==> src/rtl/cap_pkg.sv <==
package cap_pkg;

    typedef enum logic [2:0] {
        CS_IDLE  = 3'd0,
        CS_FILL  = 3'd1,
        CS_ARMED = 3'd2,
        CS_RUN   = 3'd3,
        CS_INCR  = 3'd4,
        CS_DONE  = 3'd5
    } cap_state_e;

    typedef enum logic [1:0] {
        CM_SINGLE      = 2'd0,
        CM_IMMEDIATE   = 2'd1,
        CM_INCREMENTAL = 2'd2,
        CM_RESERVED    = 2'd3
    } cap_mode_e;

    // Pointer commands issued by the sequencer each cycle.
    typedef struct packed {
        logic clear;
        logic adv_wr;
        logic adv_rd;
    } ptr_cmd_t;

    localparam int unsigned PTR_COUNT = 2;
    localparam int unsigned PTR_WR    = 0;
    localparam int unsigned PTR_RD    = 1;

endpackage

==> src/rtl/cap_ring_ctr.sv <==
module cap_ring_ctr #(
    parameter int unsigned DEPTH = 8,
    localparam int unsigned AW   = $clog2(DEPTH)
) (
    input  logic          clk,
    input  logic          rst,
    input  logic          clr,
    input  logic          adv,
    output logic [AW-1:0] q
);
    localparam logic [AW-1:0] LAST = AW'(DEPTH - 1);

    logic [AW-1:0] q_inc;

    assign q_inc = (q == LAST) ? '0 : q + 1'b1;

    always_ff @(posedge clk) begin
        if (rst || clr) begin
            q <= '0;
        end else if (adv) begin
            q <= q_inc;
        end
    end
endmodule

==> src/rtl/cap_seq_fsm.sv <==
module cap_seq_fsm
    import cap_pkg::*;
#(
    parameter int unsigned DEPTH = 8,
    localparam int unsigned AW   = $clog2(DEPTH)
) (
    input  logic          clk,
    input  logic          rst,
    input  logic          start_req,
    input  logic          stop_req,
    input  logic          trig_in,
    input  logic [1:0]    mode_sel,
    input  logic [AW-1:0] pretrig_len,
    input  logic [AW-1:0] wp,
    input  logic [AW-1:0] rp,
    output cap_state_e    state,
    output ptr_cmd_t      cmd,
    output logic          wr_en
);
    localparam logic [AW-1:0] LAST = AW'(DEPTH - 1);

    cap_state_e    state_nxt;
    logic [AW-1:0] len_q;
    logic          load;
    logic [AW-1:0] wp_inc;
    logic          ring_full;

    assign wp_inc    = (wp == LAST) ? '0 : wp + 1'b1;
    assign ring_full = (wp_inc == rp);

    always_comb begin
        state_nxt = state;
        cmd       = '0;
        load      = 1'b0;
        if (stop_req) begin
            state_nxt = CS_IDLE;
            cmd.clear = 1'b1;
        end else begin
            unique case (state)
                CS_IDLE: begin
                    if (start_req && cap_mode_e'(mode_sel) != CM_RESERVED) begin
                        load      = 1'b1;
                        cmd.clear = 1'b1;
                        unique case (cap_mode_e'(mode_sel))
                            CM_IMMEDIATE:   state_nxt = CS_RUN;
                            CM_INCREMENTAL: state_nxt = CS_INCR;
                            default:        state_nxt = (pretrig_len == '0) ? CS_ARMED : CS_FILL;
                        endcase
                    end
                end
                CS_FILL: begin
                    cmd.adv_wr = 1'b1;
                    if (wp == len_q - 1'b1) begin
                        state_nxt = CS_ARMED;
                    end
                end
                CS_ARMED: begin
                    if (trig_in) begin
                        if (ring_full) begin
                            state_nxt = CS_DONE;
                        end else begin
                            cmd.adv_wr = 1'b1;
                            state_nxt  = CS_RUN;
                        end
                    end else begin
                        cmd.adv_wr = 1'b1;
                        cmd.adv_rd = 1'b1;
                    end
                end
                CS_RUN: begin
                    if (ring_full) begin
                        state_nxt = CS_DONE;
                    end else begin
                        cmd.adv_wr = 1'b1;
                    end
                end
                CS_INCR: begin
                    if (trig_in) begin
                        if (ring_full) begin
                            state_nxt = CS_DONE;
                        end else begin
                            cmd.adv_wr = 1'b1;
                        end
                    end
                end
                CS_DONE: state_nxt = CS_DONE;
                default: begin
                    state_nxt = CS_IDLE;
                    cmd.clear = 1'b1;
                end
            endcase
        end
    end

    always_ff @(posedge clk) begin
        if (rst) begin
            state <= CS_IDLE;
            len_q <= '0;
        end else begin
            state <= state_nxt;
            if (load) begin
                len_q <= pretrig_len;
            end
        end
    end

    always_comb begin
        unique case (state)
            CS_FILL, CS_ARMED, CS_RUN: wr_en = 1'b1;
            CS_INCR:                   wr_en = trig_in;
            default:                   wr_en = 1'b0;
        endcase
    end
endmodule

==> src/rtl/capture_sequencer.sv <==
module capture_sequencer
    import cap_pkg::*;
#(
    parameter int unsigned DEPTH = 8,
    localparam int unsigned AW   = $clog2(DEPTH)
) (
    input  logic          clk,
    input  logic          rst,
    input  logic          start_req,
    input  logic          stop_req,
    input  logic          trig_in,
    input  logic [1:0]    mode_sel,
    input  logic [AW-1:0] pretrig_len,
    output logic [2:0]    state_o,
    output logic          wr_en,
    output logic [AW-1:0] wr_ptr,
    output logic [AW-1:0] rd_ptr
);
    cap_state_e    state;
    ptr_cmd_t      cmd;
    logic [AW-1:0] ptr_q   [PTR_COUNT];
    logic          ptr_adv [PTR_COUNT];

    assign ptr_adv[PTR_WR] = cmd.adv_wr;
    assign ptr_adv[PTR_RD] = cmd.adv_rd;

    for (genvar g = 0; g < PTR_COUNT; g++) begin : g_ptr
        cap_ring_ctr #(.DEPTH(DEPTH)) u_ctr (
            .clk (clk),
            .rst (rst),
            .clr (cmd.clear),
            .adv (ptr_adv[g]),
            .q   (ptr_q[g])
        );
    end

    cap_seq_fsm #(.DEPTH(DEPTH)) u_fsm (
        .clk         (clk),
        .rst         (rst),
        .start_req   (start_req),
        .stop_req    (stop_req),
        .trig_in     (trig_in),
        .mode_sel    (mode_sel),
        .pretrig_len (pretrig_len),
        .wp          (ptr_q[PTR_WR]),
        .rp          (ptr_q[PTR_RD]),
        .state       (state),
        .cmd         (cmd),
        .wr_en       (wr_en)
    );

    assign state_o = state;
    assign wr_ptr  = ptr_q[PTR_WR];
    assign rd_ptr  = ptr_q[PTR_RD];
endmodule

==> config.mk <==
export PLATFORM = sky130hd
export DESIGN_NAME = capture_sequencer
export DESIGN_NICKNAME = d
export VERILOG_FILES = /design/src/rtl/cap_pkg.sv /design/src/rtl/cap_ring_ctr.sv /design/src/rtl/cap_seq_fsm.sv /design/src/rtl/capture_sequencer.sv
export SDC_FILE = /design/constraint.sdc
export NUM_CORES = 1
export LEC_CHECK = 0
export BUFFER_PORTS_ARGS = -buffer_cell sky130_fd_sc_hd__buf_2
export CAP_MARGIN = 20
export CORE_AREA = 2 2 51 53
export CTS_CLUSTER_SIZE = 8
export DETAILED_ROUTE_END_ITERATION = 8
export DIE_AREA = 0 0 53 55
export SLEW_MARGIN = 30
export SYNTH_ARGS = -nofsm -noshare
export SYNTH_HDL_FRONTEND = slang
export SYNTH_SLANG_ARGS = --single-unit
==> constraint.sdc <==
create_clock -name clk -period 6.1 [get_ports clk]
set_input_delay 1.22 -clock clk [delete_from_list [all_inputs] [get_ports clk]]
set_output_delay 1.22 -clock clk [all_outputs]
set_load 0.02 [all_outputs]
==> impl_metrics.tcl, run 1 <==
set metrics [dict create \
    clock_power_share_pct 34.3 \
    fmax_ghz 0.339 \
    drive_gt1_share_pct 22.0 \
    postCtsResizedCells 0 \
    drc 0 \
    layout_common_cells "buf_2 (19), dfxtp_1 (12), nor2_1 (11)" \
    synth.distinct_cells 34 \
    crit_type "in2out" \
    setup_violations 0 \
    rsz0062_at_grt "false" \
    clock_sinks 12 \
    final_common_cell "buf_2" \
    slowest_delay_ps 180 \
    fin_hold_ws_ps 511 \
    boundaryPins 20 \
    grt_max_degree 18 \
    p_sw_mw 0.0579 \
    synth_area_leader_cell "dfxtp_1" \
    path_common_cell "buf_2" \
    cts_buffers 3 \
    grt-ovfl-total 0 \
    die_x_um 53 \
    clk_pin_slew_worst_paths_ps 80 \
    vias 788 \
    diodes 0 \
    clock_path_buffers 2 \
    r2r-start "g_ptr[0].u_ctr.q[0]$_SDFFE_PP0P_" \
    stdcell_area_sq_um 1050 \
    gp_congestion 0.735 \
    path_max_fanout 5 \
    finalWirelength_um 1820 \
    antenna_left 0 \
    hp-class "reg2reg" \
    clock_latency_ps 280 \
    maxCapViolCount 0 \
    nets 146 \
    port_buffers 19 \
    finalClockSkew_ps 2.12 \
    chipHeight_um 55 \
    worst_pin_slew_ps 650 \
    crit_required_ps 4880 \
    grtUsageTotal_pct 16.0 \
    ctsHoldBuffers 0 \
    synthesis.nets 125 \
    grt_pass1_wl_um 3370 \
    cts-root-buf "clkbuf_4" \
    critPathBufInv 2 \
    grt_pass1_vias 762 \
    synthesis.area_sq_um 897 \
    synth-seq-cells 12 \
    dpl.hpwl_um 1440 \
    p_comb_share_pct 21.6 \
    power_frac_seq_pct 44.1 \
    antenna_found_initial 0 \
    postCtsSetupBuffers 0 \
    synth_top_cell_area_share_pct 26.8 \
    drv_slew 0 \
    worst_path_max_delay_cell "buf_2" \
    core_sq_um 2360 \
    post-route-period-util_pct 48.4 \
    worstSetupStartpoint "trig_in" \
    status "complete, no violations" \
    power-per-cell-area_nw_per_um2 184 \
    synth_cells 107 \
    async_reset_ff_share_pct 0 \
    htreeDepth 1 \
    swShare_pct 29.9 \
    relSlewSlack_pct 56.2 \
    hold_start "g_ptr[1].u_ctr.q[2]$_SDFFE_PP0P_" \
    fill_cells 243 \
    hold_violations 0 \
    worstPathCellList "buf_2, nand3_1, o21ai_0, buf_2" \
    routedWlPerCell_um 11.6 \
    via_per_inst 5.02 \
    ys_top_cells_by_area "dfxtp_1 (27%), ha_1 (11%), mux2i_1 (6.7%)" \
    yosys_warnings 0 \
    crit_family "buffers and inverters" \
    critPathCaptureType "output pin" \
    crit_arrival_ps 1730 \
    synth_edf_count 0 \
    initial_core_util_pct 37.9 \
    detail_route.first_pass.iterations 4 \
    leakage_nw 0.473 \
    yosysSeqAreaShare_pct 26.8 \
    postPlaceCellArea_sq_um 1020 \
    intPower_mw 0.136 \
    die-area_sq_um 2920 \
    ir_drop_uv 82.3 \
    first_iter_violations 13 \
    start_kind "primary input" \
    syn_area_per_cell_sq_um 8.38 \
    fin_setup_tns_ps 0 \
    layout_min_cycle_time_ps 2950 \
    synth_flop_cell "dfxtp_1" \
    syn_to_final_growth_pct 17.6 \
    cts_tree "yes" \
    rows 18 \
    post-route-util_pct 44.6 \
]
[worst register-to-register path, delay by kind of cell (launching register included)]
family                   cells  cell delay [ps]
flip-flops                   1              380
multiplexers                 1              170
adder cells (fa/ha/maj)      2              520
XOR/XNOR                     1              190
AO/OA/AOI/OAI                2              420
AND/OR/NAND/NOR              1              440
[power groups by stage]
| stage | sequential (mW) | combinational [mW] | clock (mW) |
|---|---|---|---|
| 2_1_floorplan | 0.0858 | 0.0315 | 0 |
| 3_3_place_gp | 0.0871 | 0.0409 | 0 |
| 3_5_place_dp | 0.0874 | 0.0418 | 0 |
| 4_1_cts | 0.0855 | 0.0420 | 0.0695 |
| 5_1_grt | 0.0864 | 0.0474 | 0.0747 |
| 6_report | 0.0855 | 0.0418 | 0.0665 |
[metrics by stage]
step	power [mW]	setup slack, ps	instances
finish	0.194	3150	157
global route	0.208	3080	157
CTS	0.197	3140	157
detailed placement	0.129	3140	153
global placement	0.128	3180	153
floorplan	0.117	3360	107
[cells in the mapped netlist (3+ instances only)]
master / number
nand3b_1: 3
ha_1: 8
nor3_1: 3
nor2_1: 11
xnor2_1: 4
mux2i_1: 6
nand2_1: 9
inv_1: 7
dfxtp_1: 12
o21ai_0: 7
a21oi_1: 8
nand3_1: 3
[registers in the layout, indices dropped and copies added (netlist names)]
register	count
u_fsm.state	3
u_fsm.len_q	3
g_ptr.u_ctr.q	6
[logic make-up after synthesis]
logic type,count (synthesis),synth area share [%]
compound gates,26,18.7
simple gates,39,25.8
flops,12,26.8
buf+inv,10,5.02
fa+ha+maj,8,11.2
xor+xnor,6,5.86
mux,6,6.69
[final cells by class]
| class | count | area [sq um] | share of cell area (%) |
|---|---|---|---|
| multi-input combinational | 85 | 619 | 58.7 |
| sequential | 12 | 240 | 22.8 |
| timing repair buffer | 19 | 95.1 | 9.02 |
| tap | 30 | 37.5 | 3.56 |
| clock buffer | 4 | 36.3 | 3.44 |
| inverter | 7 | 26.3 | 2.49 |
[worst paths after layout]
check / end / slack (ps) / cells after the start
setup / recovery: wr_en / 3150 / 4
hold / removal: g_ptr[1].u_ctr.q[2]$_SDFFE_PP0P_ / 510 / 2
setup reg to reg: u_fsm.state[2]$_SDFFE_PP0P_ / 3860 / 7
hold reg to reg: g_ptr[1].u_ctr.q[2]$_SDFFE_PP0P_ / 510 / 2
[per-layer routing]
layer	global-route usage, %	vias to the layer above	share of wire, %
li1	-	423	-
met2	23.8	15	44
met3	4.30	5	4.7
met4	9.40	0	2.4
met1	20.9	345	49
met5	0	-	0
No activity file was read; power rests on OpenSTA's default activity.
==> run 2: changes to the inputs <==
clock period = 2.7 ns   (was 6.1 ns; I/O delays follow)
==> run 2 against run 1 <==
  * Clock power rose by 120%
  * Routed wire length rose by 0.16%
  * Flip-flop and latch count unchanged
  * Clock skew is 5.5 ps higher
  * Design area unchanged
  * Setup slack worse by 2600 ps
  * Register-to-register slack got worse by 3300 ps
  * Final cell count increased by 0.64%
  * Hold slack worse by 21 ps
  * Critical path type is now reg2reg
==> impl_metrics.tcl, run 2 (synthesized netlist as in run 1, its figures left out) <==
set metrics [dict create \
    dr_wl_met2_um 896 \
    leakage_nw 0.473 \
    power-per-cell-area_nw_per_um2 408 \
    gp_congestion 0.775 \
    fmax_ghz 0.459 \
    maxCapViolCount 0 \
    htreeDepth 1 \
    antenna_found_initial 0 \
    core_sq_um 2360 \
    r2r-start "g_ptr[0].u_ctr.q[0]$_SDFFE_PP0P_" \
    clock_latency_ps 270 \
    syn_to_final_growth_pct 17.6 \
    die-area_sq_um 2920 \
    relSlewSlack_pct 66.0 \
    nets 147 \
    clock_path_buffers 2 \
    diodes 0 \
    boundaryPins 20 \
    postCtsResizedCells 0 \
    layout_min_cycle_time_ps 2180 \
    first_iter_violations 12 \
    antenna_left 0 \
    crit_arrival_ps 2330 \
    layout_common_cells "buf_2 (19), dfxtp_1 (12), nor2_1 (11)" \
    finalWirelength_um 1830 \
    finalClockSkew_ps 7.62 \
    via_per_inst 5.13 \
    final_common_cell "buf_2" \
    grt_max_degree 18 \
    hold_start "rst" \
    grt-ovfl-total 0 \
    clock_sinks 12 \
    highest_layer "met4" \
    drc 0 \
    dr_wl_met3_um 67 \
    clk_pin_slew_worst_paths_ps 80 \
    ir_drop_uv 203 \
    cts-root-buf "clkbuf_4" \
    routedWlPerCell_um 11.6 \
    hold_violations 0 \
    grt_pass1_wl_um 3300 \
    die_x_um 53 \
    crit_required_ps 2850 \
    largest_reg_flops 6 \
    crit_type "reg2reg" \
    chipHeight_um 55 \
    critPathCaptureType "register" \
    rsz0062_at_grt "false" \
    dpl.hpwl_um 1510 \
    worstSetupStartpoint "g_ptr[0].u_ctr.q[0]$_SDFFE_PP0P_" \
    reg_top3 "g_ptr.u_ctr.q: 6 flops, u_fsm.len_q: 3 flops, u_fsm.state: 3 flops" \
    fill_cells 252 \
    rows 18 \
    vias 811 \
    post-route-period-util_pct 80.8 \
    cts_tree "yes" \
    setup_violations 0 \
    ctsHoldBuffers 0 \
    grt_pass1_vias 763 \
    status "complete, no violations" \
    drv_slew 0 \
    start_kind "register" \
    detail_route.first_pass.iterations 4 \
    wirelength_met1_um 846 \
    fin_hold_ws_ps 489 \
    initial_core_util_pct 37.9 \
    power_mw 0.430 \
    port_buffers 19 \
    postPlaceCellArea_sq_um 1020 \
    path_max_fanout 7 \
    drive_gt1_share_pct 21.9 \
    hp-class "in2reg" \
    fin_setup_tns_ps 0 \
    cts_buffers 3 \
    stdcell_area_sq_um 1050 \
    worst_pin_slew_ps 510 \
    postCtsSetupBuffers 0 \
    regMostFlops "g_ptr.u_ctr.q" \
    grtUsageTotal_pct 15.2 \
]
==> run 2: cell types whose count changed in the layout (fill, tap and decap cells not counted) <==
cell,before,now
buf_4,0,1
o41ai_1,0,1
o41ai_2,1,0
==> run 2: final timing paths <==
kind	end	depth (start not counted)	slack (ps)
worst max-delay path	u_fsm.state[1]$_SDFFE_PP0P_	7	520
worst min register to register	g_ptr[1].u_ctr.q[2]$_SDFFE_PP0P_	2	510
worst max register to register	u_fsm.state[1]$_SDFFE_PP0P_	7	520
worst min-delay path	u_fsm.len_q[1]$_SDFFE_PP0P_	2	490
==> run 2: critical path, stage by stage (launching register included) <==
cell       delay, ps
dfxtp_1          370
ha_1             220
ha_1             300
xor2_1           190
nor4b_4          410
a2111o_1         220
o2111ai_2        190
mux2i_1          170
==> run 2: layout make-up <==
class / instances / area (sq um) / area share (%)
sequential: 12 / 240 / 22.8
clock buffer: 4 / 36.3 / 3.44
tap: 30 / 37.5 / 3.56
inverter: 7 / 26.3 / 2.49
multi-input combinational: 85 / 612 / 58.0
timing repair buffer: 20 / 103 / 9.73
==> run 2: per-stage QoR <==
stage	cells	setup WS, ps	utilization, %
floorplan	107	537	-
global placement	154	582	43.1
detailed placement	154	510	43.1
CTS	158	501	44.6
global route	158	350	44.6
finish	158	519	44.6
==> run 2: metal layers <==
| metal | vias to the layer above | GRT usage (%) |
|---|---|---|
| li1 | 429 | - |
| met1 | 370 | 19.7 |
| met2 | 10 | 25.2 |
| met3 | 2 | 2.69 |
| met4 | 0 | 5.98 |
| met5 | - | 0 |
==> run 2: where the power goes <==
group / switching, mW / internal (mW)
sequential: 0.0112 / 0.182
combinational: 0.0510 / 0.0435
clock: 0.0608 / 0.0818
total: 0.123 / 0.307
